==> src/rtl/mda_pkg.sv <==
package mda_pkg;
    localparam int unsigned MDA_OP_W  = 16;
    localparam int unsigned MDA_ACC_W = 40;
    localparam int unsigned MDA_ADR_W = 4;

    // write map
    localparam logic [MDA_ADR_W-1:0] ADR_CTRL = 4'd0;
    localparam logic [MDA_ADR_W-1:0] ADR_A_LO = 4'd1;
    localparam logic [MDA_ADR_W-1:0] ADR_A_HI = 4'd2;
    localparam logic [MDA_ADR_W-1:0] ADR_B_LO = 4'd3;
    localparam logic [MDA_ADR_W-1:0] ADR_B_HI = 4'd4;
    // read map: result bytes at 0..4, status after them
    localparam logic [MDA_ADR_W-1:0] ADR_STAT = 4'd5;

    typedef enum logic [1:0] {
        MD_MUL  = 2'd0,
        MD_DIV  = 2'd1,
        MD_ACC  = 2'd2,
        MD_ACC3 = 2'd3
    } mda_mode_e;

    typedef struct packed {
        mda_mode_e             mode;
        logic [MDA_OP_W-1:0]   a;
        logic [MDA_OP_W-1:0]   b;
        logic [MDA_ACC_W-1:0]  acc;
        logic                  ovf;
        logic                  vld;
    } mda_state_t;
endpackage

==> src/rtl/mda_arith.sv <==
module mda_arith
    import mda_pkg::*;
#(
    parameter int unsigned OP_W  = MDA_OP_W,
    parameter int unsigned ACC_W = MDA_ACC_W
) (
    input  mda_mode_e         mode,
    input  logic [OP_W-1:0]   opa,
    input  logic [OP_W-1:0]   opb,
    input  logic [ACC_W-1:0]  acc,
    output logic [ACC_W-1:0]  result,
    output logic              ovf_new
);
    localparam int unsigned PROD_W = 2 * OP_W;
    localparam int unsigned EXT_W  = ACC_W - PROD_W;

    logic signed [PROD_W-1:0] prod;
    logic signed [OP_W:0]     dvd, dvs;
    logic signed [OP_W:0]     quo, rem;
    logic        [ACC_W:0]    sum_ext;
    logic                     dvs_zero;

    always_comb begin
        prod     = $signed(opa) * $signed(opb);
        dvs_zero = (opb == '0);
        dvd      = {opa[OP_W-1], opa};
        // substitute 1 for a zero divisor; the result is forced to 0 below
        dvs      = dvs_zero ? (OP_W+1)'(1) : {1'b0, opb};
        quo      = dvd / dvs;
        rem      = dvd % dvs;
        sum_ext  = {1'b0, acc} + {{(EXT_W+1){prod[PROD_W-1]}}, prod};
        ovf_new  = sum_ext[ACC_W];
        unique case (mode)
            MD_MUL:  result = {{EXT_W{prod[PROD_W-1]}}, prod};
            MD_DIV:  result = dvs_zero ? '0
                             : {{EXT_W{1'b0}}, rem[OP_W-1:0], quo[OP_W-1:0]};
            default: result = sum_ext[ACC_W-1:0];
        endcase
    end
endmodule

==> src/rtl/mda_rdmux.sv <==
module mda_rdmux
    import mda_pkg::*;
#(
    parameter int unsigned ACC_W  = MDA_ACC_W,
    parameter int unsigned ADDR_W = MDA_ADR_W,
    parameter int unsigned DATA_W = 8
) (
    input  logic [ADDR_W-1:0] rd_addr,
    input  logic [ACC_W-1:0]  acc,
    input  logic              ovf,
    output logic [DATA_W-1:0] rd_data
);
    localparam int unsigned N_BYTES = ACC_W / DATA_W;

    logic [DATA_W-1:0] bytes [N_BYTES];

    for (genvar g = 0; g < N_BYTES; g++) begin : g_byte
        assign bytes[g] = acc[g*DATA_W +: DATA_W];
    end

    always_comb begin
        rd_data = '0;
        if (rd_addr == ADR_STAT) begin
            rd_data[DATA_W-1] = ovf;
        end else if (32'(rd_addr) < N_BYTES) begin
            rd_data = bytes[rd_addr];
        end
    end
endmodule

==> src/rtl/mda_unit.sv <==
module mda_unit
    import mda_pkg::*;
#(
    parameter int unsigned ADDR_W = MDA_ADR_W,
    parameter int unsigned DATA_W = 8
) (
    input  logic              clk,
    input  logic              rst_n,
    input  logic              wr_en,
    input  logic [ADDR_W-1:0] wr_addr,
    input  logic [DATA_W-1:0] wr_data,
    input  logic [ADDR_W-1:0] rd_addr,
    output logic [DATA_W-1:0] rd_data,
    output logic              res_valid
);
    localparam int unsigned OP_W  = MDA_OP_W;
    localparam int unsigned ACC_W = MDA_ACC_W;
    localparam int unsigned HI_W  = OP_W - DATA_W;

    mda_state_t st_d, st_q;
    logic              launch;
    logic [OP_W-1:0]   opb_full;
    logic [ACC_W-1:0]  arith_res;
    logic              arith_ovf;

    assign opb_full = {wr_data[HI_W-1:0], st_q.b[DATA_W-1:0]};

    mda_arith #(.OP_W(OP_W), .ACC_W(ACC_W)) i_arith (
        .mode    (st_q.mode),
        .opa     (st_q.a),
        .opb     (opb_full),
        .acc     (st_q.acc),
        .result  (arith_res),
        .ovf_new (arith_ovf)
    );

    always_comb begin
        st_d   = st_q;
        launch = 1'b0;
        if (wr_en) begin
            unique case (wr_addr)
                ADR_CTRL: begin
                    st_d.mode = mda_mode_e'(wr_data[1:0]);
                    if (wr_data[1]) begin
                        st_d.acc = '0;
                        st_d.ovf = 1'b0;
                        st_d.vld = 1'b0;
                    end
                end
                ADR_A_LO: st_d.a[DATA_W-1:0]  = wr_data;
                ADR_A_HI: st_d.a[OP_W-1:DATA_W] = wr_data[HI_W-1:0];
                ADR_B_LO: st_d.b[DATA_W-1:0]  = wr_data;
                ADR_B_HI: launch = 1'b1;
                default:  ;
            endcase
        end
        if (launch) begin
            st_d.acc = arith_res;
            st_d.vld = 1'b1;
            st_d.b   = '0;
            if (st_q.mode == MD_DIV) begin
                st_d.a = '0;
            end
            if (st_q.mode == MD_ACC || st_q.mode == MD_ACC3) begin
                st_d.ovf = arith_ovf;
            end
        end
    end

    always_ff @(posedge clk or negedge rst_n) begin
        if (!rst_n) begin
            st_q <= '{mode: MD_MUL, a: '0, b: '0, acc: '0, ovf: 1'b0, vld: 1'b0};
        end else begin
            st_q <= st_d;
        end
    end

    mda_rdmux #(.ACC_W(ACC_W), .ADDR_W(ADDR_W), .DATA_W(DATA_W)) i_rdmux (
        .rd_addr (rd_addr),
        .acc     (st_q.acc),
        .ovf     (st_q.ovf),
        .rd_data (rd_data)
    );

    assign res_valid = st_q.vld;
endmodule

==> config.mk <==
export PLATFORM = sky130hd
export DESIGN_NAME = mda_unit
export DESIGN_NICKNAME = d
export VERILOG_FILES = /design/src/rtl/mda_pkg.sv /design/src/rtl/mda_arith.sv /design/src/rtl/mda_rdmux.sv /design/src/rtl/mda_unit.sv
export SDC_FILE = /design/constraint.sdc
export NUM_CORES = 1
export LEC_CHECK = 0
export ABC_AREA = 0
export BUFFER_PORTS_ARGS = -buffer_cell sky130_fd_sc_hd__buf_2
export CORE_MARGIN = 2
export CORE_UTILIZATION = 40
export DETAILED_ROUTE_END_ITERATION = 6
export PLACE_DENSITY = 0.53
export SKIP_CTS_REPAIR_TIMING = 1
export SYNTH_ARGS = -nofsm -noshare
export SYNTH_HDL_FRONTEND = slang
export SYNTH_SLANG_ARGS = --single-unit
==> constraint.sdc <==
create_clock -name clk -period 38.8 [get_ports clk]
set_input_delay 3.88 -clock clk [delete_from_list [all_inputs] [get_ports clk]]
set_output_delay 3.88 -clock clk [all_outputs]
set_load 0.005 [all_outputs]
==> flow_metrics.py, run 1 <==
metrics = {
    "outcome": {
        "status": "finished, final reports clean",
    },
    "placed_design": {
        "post-dp-hpwl_mm": 70.8,
        "gp_congestion": 0.992,
        "port_buffers": 27,
    },
    "floorplanning": {
        "rows": 91,
        "coreArea_mm2": 0.0614,
        "die_x_um": 253,
        "start_util_pct": 40.3,
        "io_pins": 28,
        "fp.dieArea_mm2": 0.0639,
        "die_y_um": 253,
    },
    "routing": {
        "wl_met1_mm": 38.6,
        "wl_per_cell_um": 22.4,
        "drt_iter0_markers": 1607,
        "drtAntennaViolNets": 0,
        "route.detailed.drc": 0,
        "num_vias": 22903,
        "met3_length_mm": 4.69,
        "dr.pass1.iters": 6,
        "top_layer_used": "met4",
        "routed_wl_mm": 87.1,
        "wl_met2_mm": 40.7,
        "viasPerCell": 5.89,
    },
    "timing": {
        "finalHoldViolCount": 0,
        "skew_ns": 0.0164,
        "period_minus_slack_ns": 37.04,
        "slew_viol_final": 0,
        "timing.final.crit_share_pct": 95.5,
        "tightest_slew_ns": 1.29,
        "slew_headroom_pct": 13.3,
        "setup_viol": 0,
        "fmaxAchievable_mhz": 27.0,
    },
    "critical_path": {
        "worstSetupPathType": "in -> reg",
        "worstPathMaxFanout": 24,
        "ff2ff_path_depth": 132,
        "crit_slowest_cell": "or4_1",
        "endpoint_kind": "flip-flop",
        "max_stage_delay_ns": 0.59,
        "cp_common_cell": "ha_1",
        "worst-endpoint-arrival_ns": 37.28,
        "cp-start-kind": "input port",
        "rrSetupSlack_ns": 4.58,
        "r2r_start": "opb_full[7]",
        "reg2reg_to": "st_q[11]",
        "critPathRequiredTime_ns": 39.05,
    },
    "cts": {
        "clkLatencyLatePin_ns": 0.37,
        "root_buffer": "clkbuf_16",
        "clkTransAtPathRegs_ns": 0.07,
        "cts_tree": "built",
        "cts.sinks": 68,
        "htree_levels": 3,
        "cts_made_buffers": 9,
        "cts_buffer_depth": 2,
    },
    "global_route": {
        "track_usage_pct": 27.5,
        "grt-ovfl-total": 0,
        "grt_first_pass_wirelength_mm": 136,
        "grt_pass1_vias": 23239,
        "grt_max_degree": 58,
        "antenna_found_initial": 0,
    },
    "synth": {
        "syn_nets": 3669,
        "synth_cell_types": 109,
        "syn-instance-count": 3108,
        "ys_seq_elements": 68,
        "netlist_area_mm2": 0.0247,
        "async_flop_share_pct": 100,
        "ys.flop_type": "dfrtp_1",
        "synth-warning-count": 0,
        "avgSynthCellArea_um2": 7.96,
        "synth-edff-count": 0,
        "ys_seq_area_share_pct": 6.88,
    },
    "layout": {
        "fillers": 6280,
        "post-route-util_pct": 43.0,
        "final_nets": 3657,
        "n_antenna_cell": 0,
        "syn_to_final_growth_pct": 6.67,
        "drive_above_1_share_pct": 8.03,
    },
    "min_path": {
        "hold_start": "res_valid",
        "hold_depth": 2,
        "hold_end": "res_valid",
        "hold_path_class": "reg -> reg",
    },
    "job": {
        "maxCapViolCount": 0,
    },
}
-- metrics by stage --
step / instances / setup TNS, ns / worst slack, ns / instance area [um2] / hold slack [ns]
2_1_floorplan: 3108 / 0 / 4.09 / 24700 / 0.469
3_3_place_gp: 3873 / 0 / 0.368 / 25900 / 0.484
3_5_place_dp: 3873 / -0.361 / -0.217 / 25900 / 0.486
4_1_cts: 3889 / 0 / 0.103 / 26200 / 0.503
5_1_grt: 3891 / -0.0372 / -0.0372 / 26400 / 0.538
6_report: 3891 / 0 / 1.76 / 26400 / 0.493
-- flip-flops by register name (all words and copies together), names as in the netlist --
name,flops
res_valid,1
opb_full,8
st_q,59
-- metal layers --
metal	vias up	track usage, %
met5	-	0
met2	741	46.3
met4	0	8.77
met3	158	2.37
met1	11296	37.2
li1	10708	-
-- worst max-delay path, delay by kind of cell --
kind,cells,cell delay (ns)
compound gates,66,16.04
fa+ha+maj,16,4.79
buf+inv,15,2.58
mux,3,1.09
xor+xnor,1,0.55
simple gates,32,8.26
-- worst max-delay path by stage --
stage	endpoint	slack (ns)	startpoint
6_report	st_q[11]	1.76	wr_data[0]
5_1_grt	st_q[30]	-0.04	wr_data[3]
4_1_cts	st_q[16]	0.10	wr_data[0]
3_5_place_dp	st_q[16]	-0.22	wr_data[0]
3_3_place_gp	st_q[16]	0.37	wr_data[0]
2_1_floorplan	st_q[30]	4.09	wr_data[5]
-- cells in the mapped netlist (68+ instances only) --
cell type | n | area share, %
a21oi_1 | 177 | 3.6
and2_1 | 84 | 2.1
clkbuf_1 | 92 | 1.4
dfrtp_1 | 68 | 6.9
fa_1 | 264 | 21
ha_1 | 278 | 14
inv_1 | 351 | 5.3
nand2_1 | 345 | 5.2
nor2_1 | 267 | 4.1
nor3_1 | 70 | 1.4
o21ai_0 | 119 | 2.4
xnor2_1 | 121 | 4.3
-- final cells by class --
type	instances	area [um2]	share of cell area [%]
clock buffers	10	239	0.906
clock inverters	6	86.3	0.327
inverters	354	1330	5.04
multi-input cells	2563	21400	80.9
flip-flops and latches	68	1700	6.45
well taps	790	988	3.75
repair buffers	100	683	2.59
-- kinds of logic (layout without fill, tap and decap cells) --
kind of cell	count (synthesis)	in the layout	share of synthesized area [%]
compound gates	743	743	20.6
flops	68	68	6.88
buf+inv	477	470	7.47
other cells	1	1	0.0152
xor+xnor	178	178	6.30
mux	67	67	3.32
fa+ha+maj	542	542	35.4
simple gates	1032	1032	19.9
-- layout by cell type (no fill, tap or decap), types with 57 or more instances in the layout --
cell type / instances
a21o_1: 60
fa_1: 264
nand3_1: 57
buf_4: 73
and2_1: 84
nand2_1: 344
xnor2_1: 121
inv_1: 351
nor3_1: 69
dfrtp_1: 68
o21a_1: 62
ha_1: 278
o21ai_0: 116
nor2_1: 262
a21oi_1: 175
Power of run 1 is not shown: default switching activity piles up to over one toggle a cycle in this logic, so the estimate is an artifact.
==> run 2: changes to the inputs <==
==> constraint.sdc (replaced) <==
create_clock -name clk -period 40.4 [get_ports clk]
set_input_delay 4.04 -clock clk [delete_from_list [all_inputs] [get_ports clk]]
set_output_delay 4.04 -clock clk [all_outputs]
set_load 0.005 [all_outputs]
==> run 2 against run 1 <==
Non-clock buffer count is 13 lower. First-iteration DRC count increased by 5.2%. Count of clock-buffer cells in the layout is 1 lower. Via count about the same. Flip-flop and latch count did not move. Clock skew down 0.0029 ns.
==> flow_metrics.py, run 2 (synthesized netlist as in run 1, its figures left out) <==
metrics = {
    "outcome": {
        "status": "finished, final reports clean",
    },
    "routing": {
        "viasPerCell": 5.91,
        "dr.pass1.iters": 7,
        "drtAntennaViolNets": 0,
        "routed_wl_mm": 87.3,
        "met3_length_mm": 4.69,
        "drt_iter0_markers": 1690,
        "wl_met1_mm": 39.5,
        "route.detailed.drc": 0,
        "wl_per_cell_um": 22.5,
        "num_vias": 22911,
        "wl_met2_mm": 40.7,
        "top_layer_used": "met4",
    },
    "cts": {
        "cts_tree": "built",
        "cts_buffer_depth": 2,
        "cts_made_buffers": 9,
        "clkLatencyLatePin_ns": 0.36,
        "cts.sinks": 68,
        "clkTransAtPathRegs_ns": 0.07,
        "root_buffer": "clkbuf_16",
        "htree_levels": 3,
    },
    "timing": {
        "slew_headroom_pct": 32.2,
        "setup_viol": 0,
        "slew_viol_final": 0,
        "whs_ns": 0.488,
        "period_minus_slack_ns": 38.42,
        "tightest_slew_ns": 1.02,
        "skew_ns": 0.0136,
        "finalHoldViolCount": 0,
        "timing.final.crit_share_pct": 95.1,
        "fmaxAchievable_mhz": 26.0,
    },
    "global_route": {
        "track_usage_pct": 27.3,
        "grt_first_pass_wirelength_mm": 134,
        "grt_pass1_vias": 22678,
        "grt-ovfl-total": 0,
        "grt_max_degree": 61,
        "antenna_found_initial": 2,
    },
    "floorplanning": {
        "coreArea_mm2": 0.0614,
        "rows": 91,
        "start_util_pct": 40.3,
        "die_x_um": 253,
        "fp.dieArea_mm2": 0.0639,
        "die_y_um": 253,
        "io_pins": 28,
    },
    "layout": {
        "final_cell_count_no_fill": 3879,
        "final_nets": 3644,
        "syn_to_final_growth_pct": 6.33,
        "post-route-util_pct": 42.9,
        "mostFrequentLayoutCells": "inv_1, nand2_1, ha_1, nor2_1, fa_1",
        "final_cell_area_mm2": 0.0263,
        "drive_above_1_share_pct": 7.58,
        "layout_commonest_cell": "inv_1",
        "largest_reg_flops": 59,
        "top_register": "st_q",
    },
    "critical_path": {
        "worstSetupPathType": "in -> reg",
        "r2r_start": "opb_full[7]",
        "crit_slowest_cell": "or4_1",
        "critPathRequiredTime_ns": 40.64,
        "ff2ff_path_depth": 131,
        "worstPathMaxFanout": 24,
        "max_stage_delay_ns": 0.61,
        "cp_common_cell": "ha_1",
        "reg2reg_to": "st_q[11]",
        "cp-start-kind": "input port",
        "worst-endpoint-arrival_ns": 38.66,
        "rrSetupSlack_ns": 5.30,
        "endpoint_kind": "flip-flop",
    },
    "min_path": {
        "hold_depth": 2,
        "hold_end": "res_valid",
        "hold_start": "res_valid",
        "hold_path_class": "reg -> reg",
    },
    "placed_design": {
        "placed_cell_area_mm2": 0.0258,
        "gp_congestion": 0.950,
        "port_buffers": 27,
        "dpl.cell_count": 3858,
        "post-dp-hpwl_mm": 70.5,
    },
    "job": {
        "maxCapViolCount": 0,
    },
}
[run 2: through the flow]
step / setup TNS [ns] / worst slack, ns
floorplan: 0 / 5.53
global placement: 0 / 0.758
detailed placement: 0 / 0.0660
CTS: 0 / 0.297
global route: -0.0522 / -0.0333
finish: 0 / 1.98
[run 2: cell type report]
cell class / instances / area [um2]
Antenna cell: 1 / 2.50
Fill cell: 6154 / 35100
Timing Repair Buffer: 87 / 586
Clock buffer: 9 / 225
Tap cell: 790 / 988
Inverter: 354 / 1330
Clock inverter: 7 / 98.8
Sequential cell: 68 / 1700
Multi-Input combinational cell: 2563 / 21400
[run 2: worst max-delay path by stage]
| stage | from | endpoint | slack (ns) | cells after the start |
|---|---|---|---|---|
| after global placement | wr_data[3] | st_q[11] | 0.76 | 132 |
| final | wr_data[5] | st_q[11] | 1.98 | 133 |
| after floorplan | wr_data[5] | st_q[30] | 5.53 | 145 |
| after detailed placement | wr_data[2] | st_q[16] | 0.07 | 134 |
| after global routing | wr_data[5] | st_q[14] | -0.03 | 136 |
| after CTS | wr_data[2] | st_q[16] | 0.30 | 135 |
[run 2: metal layers]
layer	GRT usage, %	vias up
met5	0	-
met4	7.35	0
met3	2.11	99
met2	45.6	702
met1	38.0	11427
li1	-	10683
[run 2: critical path, delay by kind of cell]
family | cells | cell delay (ns)
AO/OA/AOI/OAI | 65 | 16.61
adder cells (fa/ha/maj) | 16 | 5.08
XOR/XNOR | 1 | 0.57
buffers and inverters | 14 | 2.65
multiplexers | 4 | 1.43
AND/OR/NAND/NOR | 33 | 8.19
Power of run 2 is left out for the same reason.
